**config.mk**
```make
export PLATFORM = sky130hd
export DESIGN_NAME = branch_cond_unit
export DESIGN_NICKNAME = d
export VERILOG_FILES = /design/src/rtl/bcu_pkg.sv /design/src/rtl/bcu_cond_eval.sv /design/src/rtl/bcu_ret_stack.sv /design/src/rtl/branch_cond_unit.sv
export SDC_FILE = /design/constraint.sdc
export NUM_CORES = 1
export LEC_CHECK = 0
export ABC_AREA = 1
export ABC_CLOCK_PERIOD_IN_PS = 2500
export BUFFER_PORTS_ARGS = -buffer_cell sky130_fd_sc_hd__buf_2
export CORE_ASPECT_RATIO = 1.75
export CORE_UTILIZATION = 40
export DETAILED_ROUTE_END_ITERATION = 8
export PLACE_DENSITY_LB_ADDON = 0.1
export RECOVER_POWER = 100
export REMOVE_ABC_BUFFERS = 1
export SYNTH_ARGS = -nofsm -noshare
export SYNTH_HDL_FRONTEND = slang
export SYNTH_SLANG_ARGS = --single-unit
```
**constraint.sdc**
```tcl
create_clock -name clk -period 2.5 [get_ports clk]
set_input_delay 0.125 -clock clk [delete_from_list [all_inputs] [get_ports clk]]
set_output_delay 0.125 -clock clk [all_outputs]
set_load 0.02 [all_outputs]
```
**src/rtl/bcu_pkg.sv**
```systemverilog
package bcu_pkg;
    localparam int OP_W = 10;
    localparam logic [OP_W-1:0] UNCOND_RET_CODE = 10'h300;

    typedef enum logic [1:0] {
        STK_EMPTY   = 2'd0,
        STK_PARTIAL = 2'd1,
        STK_FULL    = 2'd2
    } stk_state_t;

    typedef enum logic [1:0] {
        TP_PIN_LOW  = 2'd0,
        TP_FLAG_SET = 2'd1,
        TP_FLAG_CLR = 2'd2,
        TP_NEVER    = 2'd3
    } tp_sel_t;
endpackage

```
**src/rtl/bcu_cond_eval.sv**
```systemverilog
module bcu_cond_eval
    import bcu_pkg::*;
#(
    parameter int ACC_W = 32
) (
    input  logic [OP_W-1:0]  op_bits,
    input  logic [ACC_W-1:0] acc,
    input  logic             ovf_flag,
    input  logic             carry_flag,
    input  logic             test_flag,
    input  logic             ext_pin,
    output logic             taken
);
    logic [3:0] mask_f;
    logic [3:0] pol_f;
    logic [3:0] hit;
    tp_sel_t    tp_sel;
    logic       acc_zero;
    logic       acc_neg;
    logic       status_ok;
    logic       tp_ok;

    assign mask_f   = op_bits[3:0];
    assign pol_f    = op_bits[7:4];
    assign tp_sel   = tp_sel_t'(op_bits[9:8]);
    assign acc_zero = (acc == '0);
    assign acc_neg  = acc[ACC_W-1];

    always_comb begin
        hit[3] = pol_f[3] ? acc_zero : !acc_zero;
        hit[2] = pol_f[2] ? acc_neg  : (!acc_neg && !acc_zero);
        hit[1] = (ovf_flag   == pol_f[1]);
        hit[0] = (carry_flag == pol_f[0]);
    end

    assign status_ok = |(mask_f & hit);

    always_comb begin
        unique case (tp_sel)
            TP_PIN_LOW:  tp_ok = !ext_pin;
            TP_FLAG_SET: tp_ok = test_flag;
            TP_FLAG_CLR: tp_ok = !test_flag;
            TP_NEVER:    tp_ok = 1'b0;
            default:     tp_ok = 1'b0;
        endcase
    end

    assign taken = (op_bits == UNCOND_RET_CODE) || status_ok || tp_ok;
endmodule

```
**src/rtl/bcu_ret_stack.sv**
```systemverilog
module bcu_ret_stack
    import bcu_pkg::*;
#(
    parameter int DEPTH = 8,
    parameter int AW    = 16
) (
    input  logic          clk,
    input  logic          rst_n,
    input  logic [AW-1:0] din,
    input  logic          push,
    input  logic          pop,
    output logic [AW-1:0] top,
    output logic          ovf_err,
    output logic          unf_err
);
    localparam int CW = $clog2(DEPTH + 1);
    localparam int IW = (DEPTH > 1) ? $clog2(DEPTH) : 1;
    localparam logic [CW-1:0] LAST_FREE = CW'(DEPTH - 1);

    stk_state_t    state_q, state_d;
    logic [CW-1:0] cnt_q, cnt_d;
    logic [AW-1:0] mem [DEPTH];
    logic          push_ok, pop_ok, ovf_hit, unf_hit;

    // next-state decision
    always_comb begin
        state_d = state_q;
        push_ok = 1'b0;
        pop_ok  = 1'b0;
        ovf_hit = 1'b0;
        unf_hit = 1'b0;
        if (push && pop) begin
            ovf_hit = 1'b1;
            unf_hit = 1'b1;
        end else begin
            unique case (state_q)
                STK_EMPTY: begin
                    if (push) begin
                        push_ok = 1'b1;
                        state_d = (DEPTH == 1) ? STK_FULL : STK_PARTIAL;
                    end else if (pop) begin
                        unf_hit = 1'b1;
                    end
                end
                STK_PARTIAL: begin
                    if (push) begin
                        push_ok = 1'b1;
                        state_d = (cnt_q == LAST_FREE) ? STK_FULL : STK_PARTIAL;
                    end else if (pop) begin
                        pop_ok  = 1'b1;
                        state_d = (cnt_q == CW'(1)) ? STK_EMPTY : STK_PARTIAL;
                    end
                end
                STK_FULL: begin
                    if (push) begin
                        ovf_hit = 1'b1;
                    end else if (pop) begin
                        pop_ok  = 1'b1;
                        state_d = (DEPTH == 1) ? STK_EMPTY : STK_PARTIAL;
                    end
                end
                default: state_d = STK_EMPTY;
            endcase
        end
    end

    always_comb begin
        cnt_d = cnt_q;
        if (push_ok)     cnt_d = cnt_q + CW'(1);
        else if (pop_ok) cnt_d = cnt_q - CW'(1);
    end

    // state register
    always_ff @(posedge clk or negedge rst_n) begin
        if (!rst_n) begin
            state_q <= STK_EMPTY;
            cnt_q   <= '0;
            ovf_err <= 1'b0;
            unf_err <= 1'b0;
        end else begin
            state_q <= state_d;
            cnt_q   <= cnt_d;
            if (ovf_hit) ovf_err <= 1'b1;
            if (unf_hit) unf_err <= 1'b1;
        end
    end

    // entry storage
    always_ff @(posedge clk) begin
        if (push_ok) mem[IW'(cnt_q)] <= din;
    end

    // outputs
    always_comb begin
        unique case (state_q)
            STK_EMPTY: top = '0;
            default:   top = mem[IW'(cnt_q - CW'(1))];
        endcase
    end
endmodule

```
**src/rtl/branch_cond_unit.sv**
```systemverilog
module branch_cond_unit
    import bcu_pkg::*;
#(
    parameter int ACC_W      = 32,
    parameter int AW         = 16,
    parameter int DEPTH      = 8,
    parameter int TAKEN_CYC  = 4,
    parameter int SKIP_CYC   = 2,
    parameter int CYC_W      = 3
) (
    input  logic             clk,
    input  logic             rst_n,
    input  logic [OP_W-1:0]  op_bits,
    input  logic [ACC_W-1:0] acc,
    input  logic             ovf_flag,
    input  logic             carry_flag,
    input  logic             test_flag,
    input  logic             ext_pin,
    input  logic [AW-1:0]    ret_addr,
    input  logic             push,
    input  logic             pop,
    output logic             taken,
    output logic [CYC_W-1:0] cost_cycles,
    output logic [AW-1:0]    pop_addr,
    output logic             stack_ovf_err,
    output logic             stack_unf_err
);
    localparam logic [CYC_W-1:0] COST_T = CYC_W'(TAKEN_CYC);
    localparam logic [CYC_W-1:0] COST_N = CYC_W'(SKIP_CYC);

    bcu_cond_eval #(.ACC_W(ACC_W)) u_cond (
        .op_bits    (op_bits),
        .acc        (acc),
        .ovf_flag   (ovf_flag),
        .carry_flag (carry_flag),
        .test_flag  (test_flag),
        .ext_pin    (ext_pin),
        .taken      (taken)
    );

    assign cost_cycles = taken ? COST_T : COST_N;

    bcu_ret_stack #(.DEPTH(DEPTH), .AW(AW)) u_stack (
        .clk     (clk),
        .rst_n   (rst_n),
        .din     (ret_addr),
        .push    (push),
        .pop     (pop),
        .top     (pop_addr),
        .ovf_err (stack_ovf_err),
        .unf_err (stack_unf_err)
    );
endmodule

```
Word-level counts from Yosys, hierarchy flattened
Memories as Yosys holds them, arrays and structs flattened.
Cells that the tools add are included.
{ "classes": {"reduce_logical": 16, "n_shift": 0, "bitwise": 2, "n_mul": 0, "n_lt_le_gt_ge": 0, "n_addsub": 2, "n_mux": 28, "div_mod_pow": 0, "n_eq_ne": 14} }
{ "op_table": {"columns": ["cell", "count"], "rows": [
  ["zero test 32 bit", 1],
  ["2-to-1 mux 1 bit", 16],
  ["2-to-1 mux 16 bit", 1],
  ["2-to-1 mux 2 bit", 6],
  ["== test 10 bit (second input constant)", 1],
  ["2-to-1 mux 4 bit", 2],
  ["== test 2 bit (second input constant)", 3],
  ["!= test 2 bit (second input constant)", 3],
  ["case mux 2 bit (3 select lines)", 1],
  ["AND reduction 5 bit", 1],
  ["adder 4 x 1 -> 4 bit (second input constant)", 1],
  ["bitwise AND 4 bit", 1],
  ["== test 2 x 1 -> 1 bit (second input constant)", 2],
  ["== test 4 x 1 -> 1 bit (second input constant)", 1],
  ["== test 4 x 3 -> 1 bit (second input constant)", 1],
  ["zero test 1 bit", 4],
  ["zero test 2 bit", 2],
  ["case mux 1 bit (4 select lines)", 1],
  ["OR reduction 2 bit", 2],
  ["OR reduction 4 bit", 1],
  ["subtractor 4 x 1 -> 4 bit (second input constant)", 1],
  ["2-to-1 mux 3 bit", 1],
  ["!= test 3 bit (second input constant)", 1],
  ["== test 1 bit", 2],
  ["4 further kinds", 6]
]} }
{ "totals": {"wordCells": 67, "memories": 1, "rom_bits": 0, "inputBits": 66, "regBits": 8, "ram_bits": 128, "out_inout_bits": 22, "latchBits": 0} }
{ "mem_list": {"columns": ["memory", "words", "word_bits", "read_ports", "rd_clocked_by_memory_dff", "wr", "line", "text"], "rows": [
  ["u_stack.mem", 8, 16, 1, 0, 1, "bcu_ret_stack.sv:22", "logic [AW-1:0] mem [DEPTH];"]
]} }

Longest topological paths before layout
Gate-level depths: netlist of run 1.
{ "logic_depth": {"word_depth": 9, "ltp_mapped": 11, "mapped_depth_nobuf": 9} }

Cells and area by module
From an unflattened synthesis of run 1, not the netlist that was laid out.
{ "unflattened": {"hier_cells": 644, "hier_area_um2": 6219.7} }
{ "by_module_without_submodules": {"columns": ["module", "area_each_um2", "instances", "cells_each", "seq_area_each_um2"], "rows": [
  ["bcu_ret_stack", 5943.2, 1, 580, 4043.9],
  ["bcu_cond_eval", 254.0, 1, 60, 0.0],
  ["branch_cond_unit", 22.5, 1, 4, 0.0]
]} }

Least setup slack after synthesis of run 1
OpenSTA, ideal clock, no wires.
{ "synth_timing": {"path_kind": "reg-to-reg", "startpoint": "reg u_stack.state_q[0]", "endpoint": "mem u_stack.mem[1][0] (enable)", "slack_ns": -0.116, "n_path_buf": 0, "t_required_ns": 2.091, "path_stages_with_launch": 7, "t_arrival_ns": 2.207, "period_less_slack_ns": 2.616, "setup_time_ns": 0.409, "path_cell_list": "dfrtp_1 -> inv_1 -> ha_1 -> nor2_1 -> nor3_4 -> nand2_2 -> nor3_1"} }
{ "synth_between": {"elab_chain_len": 6, "word_cells_on_any_way": 7, "classes_between": "1 x eq/ne; 4 x mux; 2 x reduce/logical"} }
{ "synth_lines": {"columns": ["item", "line", "text"], "rows": [
  ["from (decl)", "bcu_ret_stack.sv:20", "stk_state_t state_q, state_d;"],
  ["from (signal assigned)", "bcu_ret_stack.sv:81", "state_q <= state_d;"],
  ["== test 2 x 1 -> 1 bit / zero test 2 bit (equally long branches)", "bcu_ret_stack.sv:36", "unique case (state_q)"],
  ["OR reduction 2 bit (no line) *", null, null],
  ["2-to-1 mux 1 bit *", null, null],
  ["2-to-1 mux 1 bit *", "bcu_ret_stack.sv:32", "if (push && pop) begin"],
  ["2-to-1 mux 1 bit *", "bcu_ret_stack.sv:90", "if (push_ok) mem[IW'(cnt_q)] <= din;"],
  ["2-to-1 mux 1 bit (not written as such) *", "bcu_ret_stack.sv:90", null],
  ["to (decl)", "bcu_ret_stack.sv:22", null]
]} }
Every way passes the cells marked *; elsewhere a longest branch is shown, timed or not.

Worst setup path in the final report of run 1
{ "layout_timing": {"startpoint": "reg u_stack.cnt_q[1]", "endpoint": "out pop_addr[14]"} }
{ "layout_between": {"elab_chain_len": 3} }
{ "layout_lines": {"columns": ["item", "line", "text"], "rows": [
  ["from (decl)", "bcu_ret_stack.sv:21", "logic [CW-1:0] cnt_q, cnt_d;"],
  ["from (signal assigned)", "bcu_ret_stack.sv:82", "cnt_q <= cnt_d;"],
  ["subtractor 4 x 1 -> 4 bit", null, null],
  ["memory read (8 x 16 bit)", null, null],
  ["2-to-1 mux 16 bit", "bcu_ret_stack.sv:95", "unique case (state_q)"],
  ["to (decl)", "branch_cond_unit.sv:24", "output logic [AW-1:0] pop_addr,"]
]} }
Every way passes these cells.

==> results of run 1 <==
-- Yosys cell counts, types with 8 or more instances --
library cell  instances
a31oi_1              16
buf_2                 9
buf_4                10
dfrtp_1               8
edfxtp_1            128
inv_1                17
nand2_1              26
nor2_1              131
o21ai_0              72
o21ai_1              14
o22ai_1              16
-- flip-flops by register name, summed over array words and instances, names as in the netlist --
register	cells
u_stack.mem	128
u_stack.unf_err	1
u_stack.ovf_err	1
u_stack.cnt_q	4
u_stack.state_q	2
-- metrics by stage --
stage,instances,setup TNS (ns)
floorplan,474,-67.49
global placement,761,0
detailed placement,761,0
CTS,810,0
global route,810,0
finish,810,0
-- power groups by stage --
stage | clock, µW | combinational (µW) | sequential, µW
finish | 2600 | 3840 | 2750
global placement | 0 | 3720 | 2790
global route | 2720 | 4280 | 2770
detailed placement | 0 | 3760 | 2800
floorplan | 0 | 2230 | 2880
CTS | 2640 | 3900 | 2750
-- how the worst max path moves through the flow --
stage	start	end	slack, ns	cells after the start
floorplan	u_stack.cnt_q[0]$_DFFE_PN0P_	pop_addr[0]	-1.40	6
global placement	u_stack.cnt_q[1]$_DFFE_PN0P_	pop_addr[9]	0.41	9
detailed placement	u_stack.cnt_q[1]$_DFFE_PN0P_	pop_addr[9]	0.36	9
CTS	u_stack.cnt_q[1]$_DFFE_PN0P_	pop_addr[9]	0.02	9
global route	u_stack.cnt_q[1]$_DFFE_PN0P_	pop_addr[0]	0.05	8
finish	u_stack.cnt_q[1]$_DFFE_PN0P_	pop_addr[14]	0.16	8
-- worst register-to-register path, delay by kind of cell (launching register included) --
family	cells	cell delay, ns
buf+inv	2	0.60
flops	1	0.40
simple gates	4	0.62
fa+ha+maj	1	0.25
-- cell families (layout without fill, tap and decap cells) --
family,after synthesis,count (layout),synth area share (%)
DFF,136,136,69.1
xor gates and xnor gates,6,6,1.03
AOI/OAI and AO/OA,128,128,11.9
adders and majority gates,7,7,1.50
other,1,1,0.0641
buffers and inverters,48,176,4.06
and+or+nand+nor,176,176,12.3
-- area by class of cell --
| type | instances | area, µm² |
|---|---|---|
| clock buffers | 17 | 425 |
| clock inverters | 15 | 199 |
| fillers | 1290 | 7040 |
| inverters | 20 | 77.6 |
| multi-input cells | 318 | 1570 |
| flip-flops and latches | 136 | 4050 |
| well taps | 180 | 225 |
| repair buffers | 124 | 716 |
-- layer usage --
layer	wire length [µm]	part of all wire (%)	vias up	global-route usage (%)
met2	6970	52	124	33.6
met4	289	2.1	0	7.97
met3	662	4.9	23	4.03
li1	-	-	2026	-
met1	5520	41	2002	20.8
met5	0	0	-	0
-- repair_timing --
item                                    in CTS  in global routing
setup buffers                                2                  0
hold buffers                                15                  0
gates resized for setup                      5                  8
pin swaps                                    0                  1
endpoints found under the setup margin       8                 16
hold endpoints to repair                   115                  0
==> out/metrics.csv, run 1 <==
metric,value,unit
Slew headroom,59.1,%
via count,4175,
vias in the first global route,4251,
Pre-Repair DR Iteration Count,4,
FP Rows,58,
r2r startpoint,u_stack.state_q[0]$_DFFE_PN0P_,
hold path start,push,
post-route ant nets,0,
Max Cap Viol,0,
"CP delay by family, top",buffers and inverters,
P per Cell Area,1270,nW/µm²
Via density,5.15,
Max clock buf depth,2,
Routed WL,13.4,mm
Psw,3520,µW
Worst-Margin Slew,0.614,ns
gr usage total,18.6,%
# clock sinks,136,
Synth top area share,65.7,%
Post-Syn Area,5850,µm²
number of synthesized flops with an enable pin,128,
DR WL/cell,16.6,µm
Tcrit/Tclk final,93.4,%
Synth async-reset ratio,5.88,%
sw frac,38.3,%
total power,9190,µW
Reg power frac,29.9,%
largest cells by area after synthesis,"edfxtp_1 (66%), nor2_1 (8.4%), o21ai_0 (6.2%), dfrtp_1 (3.4%), a31oi_1 (1.7%)",
dpl hpwl,8.12,mm
"slowest stage cell, crit path",dfrtp_2,
share of layout cells above drive strength 1,18.4,%
Worst-Skew Late Latency,0.40,ns
Chip Height,162,µm
Post-Syn Area per Cell,11.7,µm²
CTS tree,done,
DP Area,6520,µm²
hold path depth,3,
Cell Int Power,5660,µW
initial DRC count,192,
Placer Congestion,0.783,
Clk network pwr share,28.3,%
worst path arrival time,2.21,ns
DIE WIDTH,93.4,µm
Yosys cell types,35,
Worst Skew,0.00544,ns
initial antenna violation count,0,
Hold WC Path Type,primary input to flop,
"most common cell after layout, fill and taps aside",nor2_1,
Fmax achieved,428,MHz
RSZ-0062 raised after global routing,no,
YS warnings,0,
highest-count cells in the layout ignoring fill and taps,"nor2_1 (131), edfxtp_1 (128), o21ai_0 (73)",
Setup CP Type,flop to output port,
Worst setup SP type,flop,
Leak,0.00259,µW
first-pass GRT wire length,20.9,mm
I/O Buffers,86,
Num CTS Buffers,17,
CP endpoint kind,output port,
Final Hold Fails,0,
sink of the worst hold path,u_stack.unf_err$_DFFE_PN0P_,
final setup margin,0.165,ns
status,"complete, no violations",
synthesized instance count,502,
reg-to-reg endpoint,u_stack.mem[5][14]$_DFFE_PP_,
ANT cells,0,
top_reg_cell synth,edfxtp_1,
crit-path cells,inv_2 > ha_4 > buf_8 > o21ai_0 > o22ai_1 > o21ai_1 > a31oi_1 > clkbuf_1,
R2R Setup Slk,0.25,ns
Area Overhead vs Synth,24.0,%
Worst VDD drop,0.649,mV
R2R depth,7,
Worst path max stage delay,0.40,ns
core area,14300,µm²
CTS root buf,clkbuf_16,
Util after Layout,50.8,%
"CTS clk-pin slew, worst paths",0.06,ns
Synth Register Bits,136,
worst-path maximum fanout,21,
top cell type by total area after synthesis,edfxtp_1,
Final min period,2.34,ns
largest net degree at the start of global routing,69,
Initial Util,40.9,%
# IOs,88,
Setup WS pre-CTS,0.357,ns
Final Cell Area,7260,µm²
nets@finish,690,
drt drc,0,
Required @ worst endpoint,2.38,ns
H-tree levels,4,
Buf/Inv on CP,3,
die area,15100,µm²
combinational power share,41.8,%
sequential area share after synthesis,69.1,%
Final Setup Violations,0,
worst hold slack,0.0270,ns
"Slew Viols, Final",0,
total gr overflow,0,
(Power assumes the default switching activity.)
==> run 2: changes to the inputs <==
--- a/config.mk
+++ b/config.mk
@@ -14,6 +14,7 @@
 export PLACE_DENSITY_LB_ADDON = 0.1
 export RECOVER_POWER = 100
 export REMOVE_ABC_BUFFERS = 1
+export SETUP_SLACK_MARGIN = 0.5
 export SYNTH_ARGS = -nofsm -noshare
 export SYNTH_HDL_FRONTEND = slang
 export SYNTH_SLANG_ARGS = --single-unit
==> run 2 against run 1 <==
Power up 13%. Clock power about the same. Cell area up 6.0%. Clock skew up 0.0012 ns. Register-to-register slack better by 0.03 ns. Die area unchanged. Count of clock-buffer cells in the layout unchanged. Routed wire length up 13%. Worst hold slack worse by 0.0043 ns. Maximum frequency up 3.5%. Combinational power up 30%. Sequential cell count unchanged. Largest power group unchanged. Highest routed layer unchanged.
==> out/metrics.csv, run 2 (synthesis results as in run 1) <==
metric,value,unit,change
status,"complete, no violations",,
first-pass GRT wire length,21.5,mm,+2.7%
Cell Int Power,6450,µW,+14%
CTS root buf,clkbuf_16,,
largest net degree at the start of global routing,69,,unchanged
Psw,3910,µW,+11%
Util after Layout,53.8,%,+3.1 points
Worst-Skew Late Latency,0.41,ns,about the same
post-route ant nets,0,,unchanged
"CTS clk-pin slew, worst paths",0.06,ns,about the same
worst-path maximum fanout,5,,-76%
DR WL/cell,18.1,µm,+9.2%
# IOs,88,,unchanged
RSZ-0062 raised after global routing,yes,,
Chip Height,162,µm,unchanged
crit-path cells,inv_4 > ha_4 > inv_6 > buf_6 > buf_6 > o21ai_2 > o22ai_1 > o21ai_1 > a31oi_1 > clkbuf_1,,
P per Cell Area,1350,nW/µm²,+6.3%
Fmax achieved,443,MHz,+3.5%
share of layout cells above drive strength 1,24.5,%,+6.1 points
Layout fillers,1251,,-3.0%
"most common cell after layout, fill and taps aside",edfxtp_1,,
Via density,5.18,,+0.51%
Worst VDD drop,0.672,mV,+3.5%
CP endpoint kind,output port,,
Hold WC Path Type,primary input to flop,,
Pre-Repair DR Iteration Count,5,,+1
Worst path max stage delay,0.42,ns,+0.02 ns
hold path depth,3,,unchanged
crit path from,u_stack.cnt_q[0]$_DFFE_PN0P_,,
"Slew Viols, Final",0,,unchanged
r2r startpoint,u_stack.state_q[0]$_DFFE_PN0P_,,
Required @ worst endpoint,2.38,ns,about the same
Routed WL,15.2,mm,+13%
FF/Latch Area,4050,µm²,about the same
sw frac,37.7,%,-0.60 points
Reg power frac,26.5,%,-3.4 points
R2R depth,8,,+1
crit-path most repeated cell,buf_6,,
drt drc,0,,unchanged
Worst setup SP type,flop,,
hold path start,push,,
Leak,0.00281,µW,+8.6%
Area Overhead vs Synth,31.5,%,
Multi-input gate area,1620,µm²,+3.0%
Setup WS pre-CTS,0.357,ns,unchanged
gr usage total,19.2,%,+0.56 points
# clock sinks,136,,unchanged
Num CTS Buffers,17,,unchanged
Max Cap Viol,0,,unchanged
max FFs per register,128,,unchanged
total gr overflow,0,,unchanged
Final min period,2.26,ns,-0.0791 ns
Biggest register,u_stack.mem,,
Worst Skew,0.00665,ns,+0.00120 ns
Setup CP Type,flop to output port,,
Max clock buf depth,2,,unchanged
Clk network pwr share,25.2,%,-3.1 points
"slowest stage cell, crit path",dfrtp_2,,
H-tree levels,4,,unchanged
CTS tree,done,,
Placer Congestion,0.783,,unchanged
ANT cells,0,,unchanged
Final Setup Violations,0,,unchanged
core area,14300,µm²,unchanged
combinational power share,48.3,%,+6.5 points
initial DRC count,209,,+8.9%
highest-count cells in the layout ignoring fill and taps,"edfxtp_1 (128), nor2_1 (125), o21ai_0 (56)",,
FP Rows,58,,unchanged
Initial Util,40.9,%,unchanged
I/O Buffers,86,,unchanged
dpl hpwl,8.12,mm,unchanged
worst path arrival time,2.13,ns,-0.08 ns
largest registers,"u_stack.mem x128, u_stack.cnt_q x4, u_stack.state_q x2",,
Final Hold Fails,0,,unchanged
vias in the first global route,4321,,+1.6%
final setup margin,0.244,ns,+0.0791 ns
Tcrit/Tclk final,90.2,%,-3.2 points
die area,15100,µm²,unchanged
DIE WIDTH,93.4,µm,unchanged
via count,4336,,+3.9%
initial antenna violation count,0,,unchanged
nets@finish,717,,+3.9%
[run 2: cell count changes in the layout (fill, tap and decap cells not counted), sizes merged]
cell    change
clkbuf      -3
buf        +30
[run 2: timing repair]
item	CTS	global route
pin swaps	4	22
buffers inserted	13	8
cloned	1	7
hold buffers	15	0
resized for setup	37	81
setup endpoints to repair	64	132
hold endpoints to repair	115	0
[run 2: critical path, delay by kind of cell (launching register included)]
family | cells | cell delay [ns]
buffers and inverters | 5 | 0.65
DFF | 1 | 0.42
AOI/OAI and AO/OA | 4 | 0.41
adders and majority gates | 1 | 0.23
[run 2: power by group through the flow]
| stage | Clock [µW] | Sequential (µW) | Combinational [µW] |
|---|---|---|---|
| after floorplan | 0 | 2880 | 2230 |
| after global placement | 0 | 2790 | 3720 |
| after detailed placement | 0 | 2800 | 3760 |
| after CTS | 2640 | 2740 | 4520 |
| after global routing | 2730 | 2760 | 5450 |
| final | 2610 | 2750 | 5000 |
[run 2: layout make-up]
type,count,area share [%]
clock inverters,15,2.58
well taps,180,2.93
repair buffers,151,14.3
multi-input cells,318,21.0
flip-flops and latches,136,52.6
inverters,20,1.07
clock buffers,17,5.53
[run 2: stage by stage]
stage	std cells	total power [µW]	hold slack (ns)	setup TNS, ns	instance area [µm²]
floorplan	474	5110	-0.171	-67.49	5690
global placement	761	6510	-0.0162	0	6520
detailed placement	761	6560	-0.0158	0	6520
CTS	822	9900	0.00108	0	7520
global route	837	10900	0.0292	0	7700
finish	837	10400	0.0227	0	7700
[run 2: worst paths after layout]
path	to	slack, ns
min in group asynchronous	u_stack.unf_err$_DFFE_PN0P_	0.18
max in group asynchronous	u_stack.cnt_q[0]$_DFFE_PN0P_	1.99
hold reg to reg	u_stack.unf_err$_DFFE_PN0P_	0.48
setup reg to reg	u_stack.mem[6][13]$_DFFE_PP_	0.28
hold / removal	u_stack.unf_err$_DFFE_PN0P_	0.02
setup / recovery	pop_addr[3]	0.24
[run 2: per-layer routing]
metal,GRT usage (%),up-vias,wire [µm]
met5,0,-,0
met4,8.67,0,373
met3,4.12,27,770
met2,34.4,150,8050
met1,21.4,2077,5970
li1,-,2082,-
